$ cat config.mk
export PLATFORM = sky130hd
export DESIGN_NAME = capdma_seq
export DESIGN_NICKNAME = d
export VERILOG_FILES = /design/src/rtl/capdma_seq_pkg.sv /design/src/rtl/capdma_seq_decode.sv /design/src/rtl/capdma_seq_regs.sv /design/src/rtl/capdma_seq_core.sv /design/src/rtl/capdma_seq.sv
export SDC_FILE = /design/constraint.sdc
export NUM_CORES = 1
export LEC_CHECK = 0
export BUFFER_PORTS_ARGS = -buffer_cell sky130_fd_sc_hd__buf_2
export CORE_UTILIZATION = 55
export DETAILED_ROUTE_END_ITERATION = 6
export PLACE_DENSITY = 0.81
export SYNTH_ARGS = -nofsm -noshare
export SYNTH_HDL_FRONTEND = slang
export SYNTH_SLANG_ARGS = --single-unit
export TNS_END_PERCENT = 20
$ cat constraint.sdc
create_clock -name clk -period 3.01 [get_ports clk]
set_input_delay 0.4515 -clock clk [delete_from_list [all_inputs] [get_ports clk]]
set_output_delay 0.4515 -clock clk [all_outputs]
set_load 0.02 [all_outputs]
$ cat src/rtl/capdma_seq_pkg.sv
package capdma_seq_pkg;

    localparam int unsigned CW        = 32;
    localparam int unsigned CNT_W     = 12;
    localparam int unsigned WCNT_W    = CNT_W - 2;

    localparam logic [3:0] OPC_WR_ABS = 4'h1;
    localparam logic [3:0] OPC_SKIP   = 4'h2;
    localparam logic [3:0] OPC_WR_CUR = 4'h5;
    localparam logic [3:0] OPC_JUMP   = 4'h7;
    localparam logic [3:0] OPC_SYNC   = 4'h8;

    localparam int unsigned ST_IRQ_BIT    = 11;
    localparam int unsigned ST_RESYNC_BIT = 14;
    localparam int unsigned ST_OPERR_BIT  = 18;
    localparam int unsigned ST_RUN_BIT    = 27;
    localparam int unsigned ST_NIB_LSB    = 28;

    localparam logic [1:0] SEL_START = 2'd0;
    localparam logic [1:0] SEL_CTRL  = 2'd1;
    localparam logic [1:0] SEL_STAT  = 2'd2;
    localparam logic [1:0] SEL_MASK  = 2'd3;

    typedef enum logic [2:0] {
        K_WR_ABS,
        K_WR_CUR,
        K_SKIP,
        K_JUMP,
        K_SYNC,
        K_BAD
    } op_kind_e;

    typedef struct packed {
        op_kind_e          kind;
        logic              sol;
        logic              eol;
        logic              irq;
        logic              nores;
        logic [3:0]        clrm;
        logic [3:0]        setm;
        logic [3:0]        be;
        logic [3:0]        mark;
        logic [WCNT_W-1:0] words;
    } dec_cmd_t;

    typedef enum logic [2:0] {
        S_IDLE,
        S_FCMD,
        S_FADR,
        S_EXEC,
        S_MOVE,
        S_SYNC,
        S_HALT
    } seq_state_e;

endpackage

$ cat src/rtl/capdma_seq_decode.sv
module capdma_seq_decode
    import capdma_seq_pkg::*;
(
    input  logic [CW-1:0] cmd,
    output dec_cmd_t      dec
);

    logic unused_bits;
    assign unused_bits = ^{cmd[25], cmd[1:0]};

    always_comb begin
        dec       = '0;
        dec.sol   = cmd[27];
        dec.eol   = cmd[26];
        dec.irq   = cmd[24];
        dec.clrm  = cmd[23:20];
        dec.setm  = cmd[19:16];
        dec.be    = cmd[15:12];
        dec.nores = cmd[15];
        dec.mark  = cmd[3:0];
        dec.words = cmd[CNT_W-1:2];
        case (cmd[31:28])
            OPC_WR_ABS: dec.kind = K_WR_ABS;
            OPC_WR_CUR: dec.kind = K_WR_CUR;
            OPC_SKIP:   dec.kind = K_SKIP;
            OPC_JUMP:   dec.kind = K_JUMP;
            OPC_SYNC:   dec.kind = K_SYNC;
            default:    dec.kind = K_BAD;
        endcase
    end

endmodule

$ cat src/rtl/capdma_seq_regs.sv
module capdma_seq_regs
    import capdma_seq_pkg::*;
#(
    parameter int unsigned AW = 32
) (
    input  logic          clk,
    input  logic          rst_n,
    input  logic          reg_we,
    input  logic [1:0]    reg_sel,
    input  logic [CW-1:0] reg_wdata,
    output logic [CW-1:0] reg_rdata,
    input  logic          ev_irq,
    input  logic          ev_resync,
    input  logic          ev_operr,
    input  logic          running,
    input  logic [3:0]    nib,
    output logic [AW-1:0] start_addr,
    output logic          run,
    output logic          irq
);

    typedef struct packed {
        logic [AW-1:0] start;
        logic [1:0]    ctl;
        logic [2:0]    sticky;
        logic [2:0]    mask;
    } regs_t;

    regs_t q, d;
    logic [2:0] w1c, evs;

    logic unused_wdata;
    assign unused_wdata = ^reg_wdata;

    function automatic logic [CW-1:0] flag_word(input logic [2:0] f);
        logic [CW-1:0] w;
        w                = '0;
        w[ST_IRQ_BIT]    = f[0];
        w[ST_RESYNC_BIT] = f[1];
        w[ST_OPERR_BIT]  = f[2];
        return w;
    endfunction

    always_comb begin
        d   = q;
        evs = {ev_operr, ev_resync, ev_irq};
        w1c = '0;
        if (reg_we) begin
            case (reg_sel)
                SEL_START: d.start = reg_wdata[AW-1:0];
                SEL_CTRL:  d.ctl   = reg_wdata[1:0];
                SEL_STAT:  w1c     = {reg_wdata[ST_OPERR_BIT], reg_wdata[ST_RESYNC_BIT],
                                      reg_wdata[ST_IRQ_BIT]};
                default:   d.mask  = {reg_wdata[ST_OPERR_BIT], reg_wdata[ST_RESYNC_BIT],
                                      reg_wdata[ST_IRQ_BIT]};
            endcase
        end
        d.sticky = (q.sticky & ~w1c) | evs;
    end

    always_ff @(posedge clk or negedge rst_n) begin
        if (!rst_n) q <= '0;
        else        q <= d;
    end

    always_comb begin
        case (reg_sel)
            SEL_START: reg_rdata = CW'(q.start);
            SEL_CTRL:  reg_rdata = {{(CW-2){1'b0}}, q.ctl};
            SEL_STAT: begin
                reg_rdata                         = flag_word(q.sticky);
                reg_rdata[ST_RUN_BIT]             = running;
                reg_rdata[ST_NIB_LSB+3:ST_NIB_LSB] = nib;
            end
            default:   reg_rdata = flag_word(q.mask);
        endcase
    end

    assign start_addr = q.start;
    assign run        = &q.ctl;
    assign irq        = |(q.sticky & q.mask);

    AST_W1C_CLEARS: assert property (@(posedge clk) disable iff (!rst_n)
        (reg_we && reg_sel == SEL_STAT && reg_wdata[ST_IRQ_BIT] && !ev_irq)
        |=> (reg_rdata[ST_IRQ_BIT] == 1'b0 || reg_sel != SEL_STAT));
    AST_EVENT_STICKS: assert property (@(posedge clk) disable iff (!rst_n)
        ev_operr |=> q.sticky[2]);
    AST_NO_MASK_NO_IRQ: assert property (@(posedge clk) disable iff (!rst_n)
        (q.mask == 3'b000) |-> !irq);

endmodule

$ cat src/rtl/capdma_seq_core.sv
module capdma_seq_core
    import capdma_seq_pkg::*;
#(
    parameter int unsigned AW = 32
) (
    input  logic          clk,
    input  logic          rst_n,
    input  logic          run,
    input  logic [AW-1:0] start_addr,
    output logic [CW-1:0] cmd_word,
    input  dec_cmd_t      dec,
    output logic          imem_req,
    output logic [AW-1:0] imem_addr,
    input  logic          imem_ack,
    input  logic [CW-1:0] imem_data,
    output logic          dmem_we,
    output logic [AW-1:0] dmem_addr,
    output logic [CW-1:0] dmem_data,
    output logic [3:0]    dmem_be,
    output logic          dmem_sol,
    output logic          dmem_eol,
    input  logic          dmem_ack,
    input  logic          fifo_valid,
    input  logic [CW-1:0] fifo_data,
    input  logic [3:0]    fifo_mark,
    output logic          fifo_pop,
    output logic          ev_irq,
    output logic          ev_resync,
    output logic          ev_operr,
    output logic          running,
    output logic [3:0]    nib
);

    localparam logic [AW-1:0] WORD_STEP = AW'(4);

    typedef struct packed {
        seq_state_e        st;
        logic [AW-1:0]     pc;
        logic [CW-1:0]     cmd;
        logic [AW-1:0]     adr;
        logic [AW-1:0]     cur;
        logic [WCNT_W-1:0] left;
        logic              first;
        logic [3:0]        nib;
    } core_t;

    core_t q, d;
    logic  finish, step;

    always_comb begin
        d         = q;
        imem_req  = 1'b0;
        dmem_we   = 1'b0;
        fifo_pop  = 1'b0;
        ev_irq    = 1'b0;
        ev_resync = 1'b0;
        ev_operr  = 1'b0;
        finish    = 1'b0;
        step      = 1'b0;
        case (q.st)
            S_IDLE: begin
                if (run) begin
                    d.st = S_FCMD;
                    d.pc = start_addr;
                end
            end
            S_FCMD: begin
                imem_req = 1'b1;
                if (imem_ack) begin
                    d.cmd = imem_data;
                    d.pc  = q.pc + WORD_STEP;
                    d.st  = S_FADR;
                end
            end
            S_FADR: begin
                imem_req = 1'b1;
                if (imem_ack) begin
                    d.adr = imem_data[AW-1:0];
                    d.pc  = q.pc + WORD_STEP;
                    d.st  = S_EXEC;
                end
            end
            S_EXEC: begin
                case (dec.kind)
                    K_JUMP: begin
                        d.pc   = q.adr;
                        finish = 1'b1;
                    end
                    K_WR_ABS, K_WR_CUR, K_SKIP: begin
                        if (dec.kind == K_WR_ABS) d.cur = q.adr;
                        d.left  = dec.words;
                        d.first = 1'b1;
                        if (dec.words == '0) finish = 1'b1;
                        else                 d.st   = S_MOVE;
                    end
                    K_SYNC: d.st = S_SYNC;
                    default: begin
                        ev_operr = 1'b1;
                        d.st     = S_HALT;
                    end
                endcase
            end
            S_MOVE: begin
                if (dec.kind == K_SKIP) begin
                    fifo_pop = fifo_valid;
                    step     = fifo_valid;
                end else begin
                    dmem_we  = fifo_valid;
                    step     = fifo_valid & dmem_ack;
                    fifo_pop = step;
                end
                if (step) begin
                    if (dec.kind != K_SKIP) d.cur = q.cur + WORD_STEP;
                    d.left  = q.left - 1'b1;
                    d.first = 1'b0;
                    if (q.left == WCNT_W'(1)) finish = 1'b1;
                end
            end
            S_SYNC: begin
                fifo_pop = fifo_valid;
                if (fifo_valid) begin
                    if (fifo_mark == dec.mark) finish    = 1'b1;
                    else if (!dec.nores)       ev_resync = 1'b1;
                end
            end
            default: ;
        endcase
        if (finish) begin
            d.st   = S_FCMD;
            d.nib  = (q.nib & ~dec.clrm) | dec.setm;
            ev_irq = dec.irq;
        end
        if (!run) begin
            d.st      = S_IDLE;
            d.nib     = q.nib;
            imem_req  = 1'b0;
            dmem_we   = 1'b0;
            fifo_pop  = 1'b0;
            ev_irq    = 1'b0;
            ev_resync = 1'b0;
            ev_operr  = 1'b0;
        end
    end

    always_ff @(posedge clk or negedge rst_n) begin
        if (!rst_n) q <= '0;
        else        q <= d;
    end

    assign cmd_word  = q.cmd;
    assign imem_addr = q.pc;
    assign dmem_addr = q.cur;
    assign dmem_data = fifo_data;
    assign dmem_be   = dec.be;
    assign dmem_sol  = dmem_we & q.first & dec.sol;
    assign dmem_eol  = dmem_we & (q.left == WCNT_W'(1)) & dec.eol;
    assign running   = (q.st != S_IDLE) && (q.st != S_HALT);
    assign nib       = q.nib;

    AST_POP_NEEDS_DATA: assert property (@(posedge clk) disable iff (!rst_n)
        fifo_pop |-> fifo_valid);
    AST_HALT_IS_QUIET: assert property (@(posedge clk) disable iff (!rst_n)
        (q.st == S_HALT) |-> !(imem_req || dmem_we || fifo_pop));
    AST_OPERR_HALTS: assert property (@(posedge clk) disable iff (!rst_n)
        ev_operr |=> (q.st == S_HALT));
    AST_ADDR_STEPS: assert property (@(posedge clk) disable iff (!rst_n)
        (q.st == S_MOVE && dmem_we && dmem_ack && q.left != WCNT_W'(1))
        |=> (dmem_addr == $past(dmem_addr) + WORD_STEP));
    AST_STOP_IDLES: assert property (@(posedge clk) disable iff (!rst_n)
        !run |=> (q.st == S_IDLE));
    AST_SINGLE_PORT: assert property (@(posedge clk) disable iff (!rst_n)
        !(imem_req && dmem_we));

endmodule

$ cat src/rtl/capdma_seq.sv
module capdma_seq
    import capdma_seq_pkg::*;
#(
    parameter int unsigned AW = 32
) (
    input  logic          clk,
    input  logic          rst_n,
    input  logic          reg_we,
    input  logic [1:0]    reg_sel,
    input  logic [31:0]   reg_wdata,
    output logic [31:0]   reg_rdata,
    output logic          imem_req,
    output logic [AW-1:0] imem_addr,
    input  logic          imem_ack,
    input  logic [31:0]   imem_data,
    output logic          dmem_we,
    output logic [AW-1:0] dmem_addr,
    output logic [31:0]   dmem_data,
    output logic [3:0]    dmem_be,
    output logic          dmem_sol,
    output logic          dmem_eol,
    input  logic          dmem_ack,
    input  logic          fifo_valid,
    input  logic [31:0]   fifo_data,
    input  logic [3:0]    fifo_mark,
    output logic          fifo_pop,
    output logic          irq
);

    logic [AW-1:0] start_addr;
    logic          run, running;
    logic          ev_irq, ev_resync, ev_operr;
    logic [3:0]    nib;
    logic [CW-1:0] cmd_word;
    dec_cmd_t      dec;

    capdma_seq_regs #(.AW(AW)) u_regs (
        .clk(clk), .rst_n(rst_n),
        .reg_we(reg_we), .reg_sel(reg_sel), .reg_wdata(reg_wdata), .reg_rdata(reg_rdata),
        .ev_irq(ev_irq), .ev_resync(ev_resync), .ev_operr(ev_operr),
        .running(running), .nib(nib),
        .start_addr(start_addr), .run(run), .irq(irq)
    );

    capdma_seq_decode u_dec (
        .cmd(cmd_word), .dec(dec)
    );

    capdma_seq_core #(.AW(AW)) u_core (
        .clk(clk), .rst_n(rst_n), .run(run), .start_addr(start_addr),
        .cmd_word(cmd_word), .dec(dec),
        .imem_req(imem_req), .imem_addr(imem_addr), .imem_ack(imem_ack), .imem_data(imem_data),
        .dmem_we(dmem_we), .dmem_addr(dmem_addr), .dmem_data(dmem_data), .dmem_be(dmem_be),
        .dmem_sol(dmem_sol), .dmem_eol(dmem_eol), .dmem_ack(dmem_ack),
        .fifo_valid(fifo_valid), .fifo_data(fifo_data), .fifo_mark(fifo_mark), .fifo_pop(fifo_pop),
        .ev_irq(ev_irq), .ev_resync(ev_resync), .ev_operr(ev_operr),
        .running(running), .nib(nib)
    );

endmodule

Word level (Yosys, flattened, before mapping)
Index checks and enable logic that the tools add are counted.
{"block": "classes", "n_mux": 44, "bitwise": 13, "n_reduce_logical": 24, "n_mul": 0, "n_div": 0, "n_addsub": 3, "n_lt_le_gt_ge": 0, "n_shift": 0, "eq_ne": 33}
{"operator": "$pmux W35 S4", "n": 1}
{"operator": "$mux W32", "n": 3}
{"operator": "$pmux W32 S3", "n": 1}
{"operator": "$mux W43", "n": 2}
{"operator": "$pmux W43 S2", "n": 1}
{"operator": "$mux W35", "n": 2}
{"operator": "$mux W67", "n": 1}
{"operator": "$add A32 B3 Y32 const B", "n": 2}
{"operator": "$mux W1", "n": 23}
{"operator": "$mux W3", "n": 5}
{"operator": "$pmux W3 S5", "n": 1}
{"operator": "$reduce_and A5 Y1", "n": 3}
{"operator": "$eq A3 B2 Y1 const B", "n": 4}
{"operator": "$ne A4 B4 Y1 const B", "n": 3}
{"operator": "$reduce_and A2 Y1", "n": 6}
{"operator": "$eq A10 B1 Y1 const B", "n": 1}
{"operator": "$logic_not A10 Y1", "n": 1}
{"operator": "$ne A2 B1 Y1 const B", "n": 5}
{"operator": "$sub A10 B1 Y10 const B", "n": 1}
{"operator": "$eq A3 B3 Y1 const B", "n": 3}
{"operator": "$pmux W3 S3", "n": 1}
{"operator": "$reduce_or A3 Y1", "n": 3}
{"operator": "$eq A4 B3 Y1 const B", "n": 2}
{"operator": "$and A3 B3 Y3", "n": 2}
{"operator": "other kinds (30)", "n": 40}
{"block": "word_totals", "register_bits": 186, "out_inout_bits": 138, "inputBits": 108, "rom_bits": 0, "word_cells": 129, "latch_bits": 0, "ram_bits": 0, "memories": 0}

Longest topological paths before layout
Gate-level depths: netlist of the first run.
{"block": "depth", "depth_word": 10, "depth_mapped": 9, "mapped_depth_nobuf": 7}

Modules after synthesis
From an unflattened synthesis of the first run, not the netlist that was laid out.
{"block": "hier_totals", "hier_cells": 1169, "hier_area_um2": 11439.7}
{"module": "capdma_seq_core", "instances": 1, "area_per_inst_um2": 9027.4, "cells_each": 957, "seq_area_each_um2": 3653.5}
{"module": "capdma_seq_regs", "instances": 1, "area_per_inst_um2": 2119.5, "cells_each": 173, "seq_area_each_um2": 1001.0}
{"module": "capdma_seq_decode", "instances": 1, "area_per_inst_um2": 292.8, "cells_each": 39, "seq_area_each_um2": 0.0}

Worst setup path after synthesis of the first run
No wires, ideal clock.
{"block": "synth_timing", "kind": "register to register", "from": "register u_core.q, in the netlist u_core.imem_addr[7]", "to": "register u_core.q, in the netlist u_core.imem_addr[31]", "period_less_slack_ns": 2.492, "setup_time_ns": 0.129, "setup_slack_ns": 0.518, "n_path_buf": 1, "t_required_ns": 2.881, "path_stages_with_launch": 7, "t_arrival_ns": 2.363, "path_cell_list": "dfrtp_1 nand3_1 or4_1 buf_2 or4_4 o211a_1 a2111o_1"}
{"block": "synth_between", "elab_chain_len": 3, "word_cells_on_any_way": 4, "classes_between": "1 x add/sub; 3 x mux"}
{"element": "start, declared", "line_no": "capdma_seq_core.sv:47", "rtl": "core_t q, d;"}
{"element": "start signal, assigned", "line_no": "capdma_seq_core.sv:146", "rtl": "if (!rst_n) q <= '0;"}
{"element": "start signal, assigned", "line_no": "capdma_seq_core.sv:147", "rtl": "else q <= d;"}
{"element": "$add A32 B3 Y32 (*)", "line_no": "capdma_seq_core.sv:71, capdma_seq_core.sv:79"}
{"element": "$mux W35 / $mux W67 (equally long branches)", "line_no": "capdma_seq_core.sv:77, capdma_seq_core.sv:69"}
{"element": "$pmux W35 S4 (*)", "line_no": "capdma_seq_core.sv:60", "rtl": "case (q.st)"}
Every way passes the cells marked *; elsewhere a longest branch is shown, timed or not. The select of a mux whose other input is x is not followed.
A chain may end at the register's enable or synchronous reset.

Final worst setup path of the first run
{"block": "layout_timing", "from": "register u_core.q[144] in the netlist's numbering", "to": "output port fifo_pop"}
{"block": "layout_between", "elab_chain_len": 3, "word_cells_on_any_way": 4, "classes_between": "2 x eq/ne; 2 x mux"}
{"element": "$eq A3 B3 Y1", "line_no": "capdma_seq_core.sv:60"}
{"element": "$pmux W1 S2 (*)", "line_no": "capdma_seq_core.sv:60"}
{"element": "$mux W1 (*)", "line_no": "capdma_seq_core.sv:133", "rtl": "if (!run) begin"}
{"element": "end, declared", "line_no": "capdma_seq.sv:26", "rtl": "output logic fifo_pop,"}
Every way passes the cells marked *; elsewhere a longest branch is shown, timed or not.

==> metrics.md, run 1 <==
| Metric | Value |
|---|---|
| CP required | 2560 ps |
| Final Max Tran Viols | 0 |
| Fin. Hold Viols | 0 |
| Seq/Total Area, Yosys | 0.437 |
| DP Cell Count | 1362 |
| Top cells by area, synth | dfrtp_1 44%, mux2_2 11%, buf_4 7.1% |
| Synthesized flop and latch total | 185 |
| Setup_tns | 0 ps |
| Comb pwr share | 0.286 |
| GRT Overall Usage | 0.305 |
| Starting Density | 0.565 |
| Switch Pwr | between 3000 and 4000 uW |
| Top_reg_cell synth | dfrtp_1 |
| WP data arrival | 2260 ps |
| Synth async-reset ratio | 1.00 |
| Max incr delay on CP | about 610 ps |
| Endpoint class of the critical path | output port |
| Remaining DRCs | 0 |
| Max cap viols | 0 |
| Tcrit/Tclk final | 0.902 |
| DIE AREA | ~0.020 sq mm |
| Peak Freq | 368 MHz |
| R2R setup slack | about 350 ps |
| CP Class | reg -> out |
| Final worst slack | around 290 ps |
| Leak pwr | 0.00515 uW |
| DR iter-0 viols | ~1.1k |
| Ports | around 250 |
| Worst-path maximum fanout | 18 |
| Largest net degree at the start of global routing | 85 |
| Status | complete, no violations |
| Worst R2R Path Depth | 5 |
| Cell Int Power | 5720 uW |
| Initial antenna violation count | 0 |
| R2r startpoint | u_core.imem_addr[10] |
| Mean Syn Cell Area | between 9 and 10 sq um |
| EDFF count, synth | 0 |
| Clock share of power | 0.248 |
| Area Overhead vs Synth | 9.88% |
| Num CTS Buffers | 17 |
| WHS Path Cells | 2 |
| Number of vias per cell | 6.41 |
| Routability congestion estimate | ~0.91 |
| Number of global-route vias before repair | a little over 8k |
| FP Rows | 50 |
| Multi-input gate area | 0.00492 sq mm |
| Core area | 0.0188 sq mm |
| DR WL/cell | between 20 and 25 um |
| Register Area | between 0.004 and 0.005 sq mm |
| Class of the worst hold path | in -> reg |
| Syn nets | between 1k and 1.5k |
| Clk root buf | clkbuf_16 |
| Skew final | about 11 ps |
| Peak supply drop | between 0.4 and 0.5 mV |
| Antenna Cells | 0 |
| Pre-CTS setup slack | roughly 360 ps |
| Yosys top cell area share | 0.437 |
| CTS tree | yes |
| Skew-Pair Late Insertion Delay | 440 ps |
| Min Tclk post-route | between 2000 and 3000 ps |
| WHS Endpoint | u_regs.start_addr[29] |
| Layout cells sized above 1 | 0.307 |
| Total wire length | approximately 30000 um |
| Crit path launch type | flip-flop |
| Die height | 141 um |
| H-tree level count | 4 |
| Fin area | around 0.012 sq mm |
| Vias after detailed routing | just under 9k |
| Port-buffer cells | 181 |
| Post-synthesis instance total | around 1.1k |
| PD cells | around 800 mW/mm^2 |
| Sw Share | 0.381 |
| Synthesized area | around 0.011 sq mm |
| RSZ-0062 raised after global routing | false |
| Least-Margin Pin Slew | approximately 1200 ps |
| Final setup fails | 0 |
| Sequential power share | 0.467 |
| Fillers | around 1.5k |
| Reg2reg end | u_core.imem_addr[31] |
| Nets@finish | between 1k and 1.5k |
| CP max stage cell | dfrtp_1 |
| Final antenna-violating net count | 0 |
| Clock sinks | roughly 190 |
| Ys Warns | 0 |
| Crit-path cells | nor4bb_2 > o21ai_0 > a21oi_1 > buf_2 |
| First-pass GRT wire length | about 46000 um |
| Clock transition at path regs | 70 ps |
| Non-Filler Instances | between 1k and 1.5k |
| Unique masters post-synth | 67 |
| Rel. slew slack | 0.225 |
| Placed cell areas | around 0.011 sq mm |
| Hpwl dp | ~21000 um |
| Drt pass-1 iters | 6 |
| Hold path start | reg_wdata[29] |
| GRT overflow | 0 |
| Worst-case clock buffer depth | 2 |
| Die width | about 140 um |
| Leading area contributor after synthesis | dfrtp_1 |
## critical path, delay by kind of cell (launching register included)
kind            cells  cell delay [ps]
compound gates      2              530
simple gates        1              490
buf+inv             1              200
flops               1              610
## worst max path at each step
| stage | start | endpoint | slack [ps] | cells after the start |
|---|---|---|---|---|
| 6_report | u_core.q[144] | fifo_pop | 290 | 4 |
| 5_1_grt | u_core.q[144] | fifo_pop | 80 | 4 |
| 4_1_cts | u_core.q[144] | fifo_pop | 170 | 4 |
| 3_5_place_dp | u_core.imem_addr[10] | u_core.imem_addr[31] | 360 | 5 |
| 3_3_place_gp | u_core.imem_addr[10] | u_core.imem_addr[31] | 440 | 5 |
| 2_1_floorplan | u_core.imem_addr[7] | u_core.imem_addr[31] | 520 | 6 |
## repair_timing
action                                 4_1_cts  5_1_grt
hold buffers                                 1        0
gates resized for setup                      0        1
buffers inserted                             0        0
setup endpoints to repair                    0        1
endpoints found under the hold margin       18        0
## cells by family (layout without fill, tap and decap cells)
family,after synthesis,count (layout),synth area share
and+or+nand+nor,312,312,0.155
xor gates and xnor gates,8,8,0.00661
buffers and inverters,186,254,0.101
AOI/OAI and AO/OA,283,283,0.175
muxes,115,115,0.121
DFF,185,185,0.437
adders and majority gates,4,4,0.00472
## metrics by stage
| step | utilization | power (uW) | hold WS [ps] |
|---|---|---|---|
| finish | 0.620 | 9230 | 240 |
| global route | 0.620 | 9680 | 233 |
| CTS | 0.620 | 9220 | 230 |
| detailed placement | 0.588 | 6920 | 312 |
| global placement | 0.588 | 6820 | 315 |
| floorplan | - | 6220 | 156 |
## final cells by class
| cell class | count | share of cell area |
|---|---|---|
| multi-input combinational | 722 | 0.423 |
| sequential | 185 | 0.398 |
| tap | 234 | 0.0251 |
| clock inverter | 12 | 0.0119 |
| inverter | 15 | 0.00484 |
| clock buffer | 20 | 0.0392 |
| timing repair buffer | 207 | 0.0985 |
## routing by layer
layer  up-vias  GRT usage  share of wire
met5         -          0              0
met4         0      0.142          0.044
met3        98     0.0598          0.087
met2       458      0.467           0.45
met1      4342      0.418           0.41
li1       4046          -              -
## cell usage after synthesis (all sizes together), types with 15 or more instances
| master | number |
|---|---|
| nand2 | 69 |
| o21ai | 63 |
| mux2 | 101 |
| clkbuf | 64 |
| dfrtp | 185 |
| nand4 | 18 |
| nor2 | 59 |
| inv | 15 |
| buf | 107 |
| nor3 | 27 |
| and2 | 31 |
| a21oi | 80 |
| nand3 | 36 |
| o22ai | 19 |
## state kept, by name (all words and copies together), names as in the netlist
signal             count
u_core.q              46
u_regs.q               8
u_regs.start_addr     32
u_core.imem_addr      32
u_core.dmem_addr      32
u_core.nib             4
u_core.cmd_word       31
## placed cells by master, fill, tap and decap left out, types with 9 or more instances in the layout
cell	count
dfrtp_1	185
nand2_1	69
o22ai_1	19
buf_4	22
nor2_1	59
nand3_1	36
nor3_1	26
mux2i_1	14
a21oi_1	80
nand4_1	17
a221oi_1	14
o21ai_0	63
nor4_1	12
clkbuf_16	17
buf_2	180
a22oi_1	10
a2bb2oi_1	9
and2_1	31
inv_1	15
a31oi_1	11
mux2_2	101
## power by group through the flow
stage / sequential (uW) / combinational (uW) / clock (uW)
2_1_floorplan: 3820 / 2390 / 0
3_3_place_gp: 4260 / 2560 / 0
3_5_place_dp: 4300 / 2620 / 0
4_1_cts: 4260 / 2640 / 2320
5_1_grt: 4390 / 2880 / 2410
6_report: 4310 / 2640 / 2290
Power figures use the tool's default switching activity.
==> inputs of run 2 (changes only) <==
--- a/config.mk
+++ b/config.mk
@@ -6,9 +6,9 @@
 export NUM_CORES = 1
 export LEC_CHECK = 0
 export BUFFER_PORTS_ARGS = -buffer_cell sky130_fd_sc_hd__buf_2
-export CORE_UTILIZATION = 55
+export CORE_UTILIZATION = 59
 export DETAILED_ROUTE_END_ITERATION = 6
-export PLACE_DENSITY = 0.81
+export PLACE_DENSITY = 0.86
 export SYNTH_ARGS = -nofsm -noshare
 export SYNTH_HDL_FRONTEND = slang
 export SYNTH_SLANG_ARGS = --single-unit
==> constraint.sdc (replaced) <==
create_clock -name clk -period 3.4 [get_ports clk]
set_input_delay 0.51 -clock clk [delete_from_list [all_inputs] [get_ports clk]]
set_output_delay 0.51 -clock clk [all_outputs]
set_load 0.02 [all_outputs]
==> metrics.md, run 2 (synthesized netlist as in run 1, its figures left out) <==
| Metric | Value |
|---|---|
| Status | finished with violations |
| Failing checks | DRC |
| Initial antenna violation count | 0 |
| Drt pass-1 iters | 7 |
| CP max stage cell | dfrtp_1 |
| Largest net degree at the start of global routing | 73 |
| Met1 usage | 0.449 |
| Skew final | 8.59 ps |
| WP data arrival | between 2000 and 3000 ps |
| Class of the worst hold path | in -> async |
| Skew-Pair Late Insertion Delay | 440 ps |
| Worst-case clock buffer depth | 2 |
| CP Class | reg -> out |
| Rel. slew slack | 0.261 |
| GR Util met3 | 0.0753 |
| H-tree level count | 4 |
| Most frequent cells in the layout | 185 x dfrtp_1, 180 x buf_2, 101 x mux2_2 |
| Final worst slack | roughly 320 ps |
| Sequential power share | 0.452 |
| R2R setup slack | between 600 and 700 ps |
| Total wire length | 29400 um |
| Hpwl dp | ~21000 um |
| DIE AREA | 0.0185 sq mm |
| Layer with the highest usage | met2 |
| Clock share of power | 0.269 |
| Final setup fails | 0 |
| CP required | between 2000 and 3000 ps |
| GRT overflow | 0 |
| Switch Pwr | 3130 uW |
| DR iter-0 viols | about 1.3k |
| Clock sinks | approximately 190 |
| Die width | between 100 and 150 um |
| Worst R2R Path Depth | 5 |
| Core area | ~0.017 sq mm |
| CTS tree | yes |
| CP top delay family | flip-flops |
| Crit-path cells | nor4bb_1 > o21ai_0 > a21oi_1 > buf_2 |
| Final antenna-violating net count | 0 |
| Routability congestion estimate | approximately 0.95 |
| Critical path depth | 4 |
| Starting Density | 0.608 |
| Most common cell after layout, fill and taps aside | dfrtp_1 |
| Crit path buf inv count | 1 |
| Vias after detailed routing | a little over 9k |
| Number of global-route vias before repair | approximately 8.4k |
| First-pass GRT wire length | 46000 um |
| Pre-CTS setup slack | about 730 ps |
| Max cap viols | 0 |
| Cell Int Power | about 5300 uW |
| Nets@finish | 1255 |
| Endpoint class of the critical path | output port |
| Die height | 136 um |
| Number of setup buffers added after CTS | 0 |
| Crit path launch type | flip-flop |
| DR WL/cell | ~21 um |
| Area Overhead vs Synth | 10.1% |
| Antenna Cells | 0 |
| Peak supply drop | between 0.4 and 0.5 mV |
| FP Rows | 48 |
| RSZ-0062 raised after global routing | false |
| Ports | 246 |
| Reg2reg end | u_core.imem_addr[31] |
| Post-CTS Hold Buffers | 0 |
| Largest register FFs | 46 |
| GRT Overall Usage | 0.327 |
| Clk root buf | clkbuf_16 |
| Num CTS Buffers | 17 |
| Worst-path maximum fanout | 22 |
| Number of vias per cell | about 6.6 |
| Fin. Hold Viols | 0 |
| Comb pwr share | 0.279 |
| Peak Freq | between 300 and 400 MHz |
| Remaining DRCs | 2 |
| Setup_tns | 0 ps |
| Port-buffer cells | about 180 |
| Largest Register | u_core.q |
| Clock transition at path regs | ~70 ps |
| Sw Share | 0.371 |
| Max incr delay on CP | between 700 and 800 ps |
| Layout cells sized above 1 | 0.304 |
| Min Tclk post-route | slightly above 3000 ps |
| Least-Margin Pin Slew | about 1100 ps |
| Met2 usage | 0.489 |
| Leak pwr | 0.00517 uW |
| Tcrit/Tclk final | 0.907 |
| # resized after CTS | 0 |
| R2r startpoint | u_core.imem_addr[10] |
| PD cells | ~720 mW/mm^2 |
| Final Max Tran Viols | 0 |
==> run 2: cell count changes in the layout (fill, tap and decap cells not counted), sizes merged <==
cell,previous run,this run
clkinv,4,0
dlygate4sd3,1,0
inv,18,19
buf,206,202
bufinv,2,5
==> run 2: cell type report <==
type	count	area [sq um]
well taps	225	282
flip-flops and latches	185	4630
inverters	15	56.3
clock inverters	12	208
multi-input cells	722	4920
repair buffers	202	1110
clock buffers	20	467
fillers	1342	5750
==> run 2: stage by stage <==
| stage | total power (uW) | cells | util | hold slack (ps) | cell area [sq um] |
|---|---|---|---|---|---|
| global placement | 6020 | 1349 | 0.631 | 473 | 11000 |
| detailed placement | 6120 | 1349 | 0.631 | 481 | 11000 |
| global route | 8790 | 1381 | 0.670 | 137 | 11700 |
| floorplan | 5500 | 1093 | - | 214 | 10600 |
| finish | 8430 | 1381 | 0.670 | 84.3 | 11700 |
| CTS | 8410 | 1381 | 0.670 | 120 | 11700 |
==> run 2: power by group through the flow <==
stage | Sequential (uW) | Clock, uW | Combinational (uW)
global route | 3880 | 2350 | 2560
floorplan | 3380 | 0 | 2120
finish | 3810 | 2260 | 2360
global placement | 3760 | 0 | 2260
CTS | 3770 | 2290 | 2350
detailed placement | 3790 | 0 | 2330
==> run 2: worst max path at each step <==
stage | start | to | slack (ps)
after floorplan | u_core.imem_addr[7] | u_core.imem_addr[31] | 910
final | u_core.q[145] | fifo_pop | 320
after global routing | u_core.cmd_word[28] | fifo_pop | 220
after detailed placement | u_core.imem_addr[10] | u_core.imem_addr[31] | 730
after global placement | u_core.imem_addr[10] | u_core.imem_addr[31] | 820
after CTS | u_core.q[145] | fifo_pop | 380
==> run 2: metal layers <==
layer | wire length (um) | part of all wire
met3 | 2650 | 0.090
met5 | 0 | 0
met4 | 1240 | 0.042
met1 | 12100 | 0.41
met2 | 13400 | 0.45
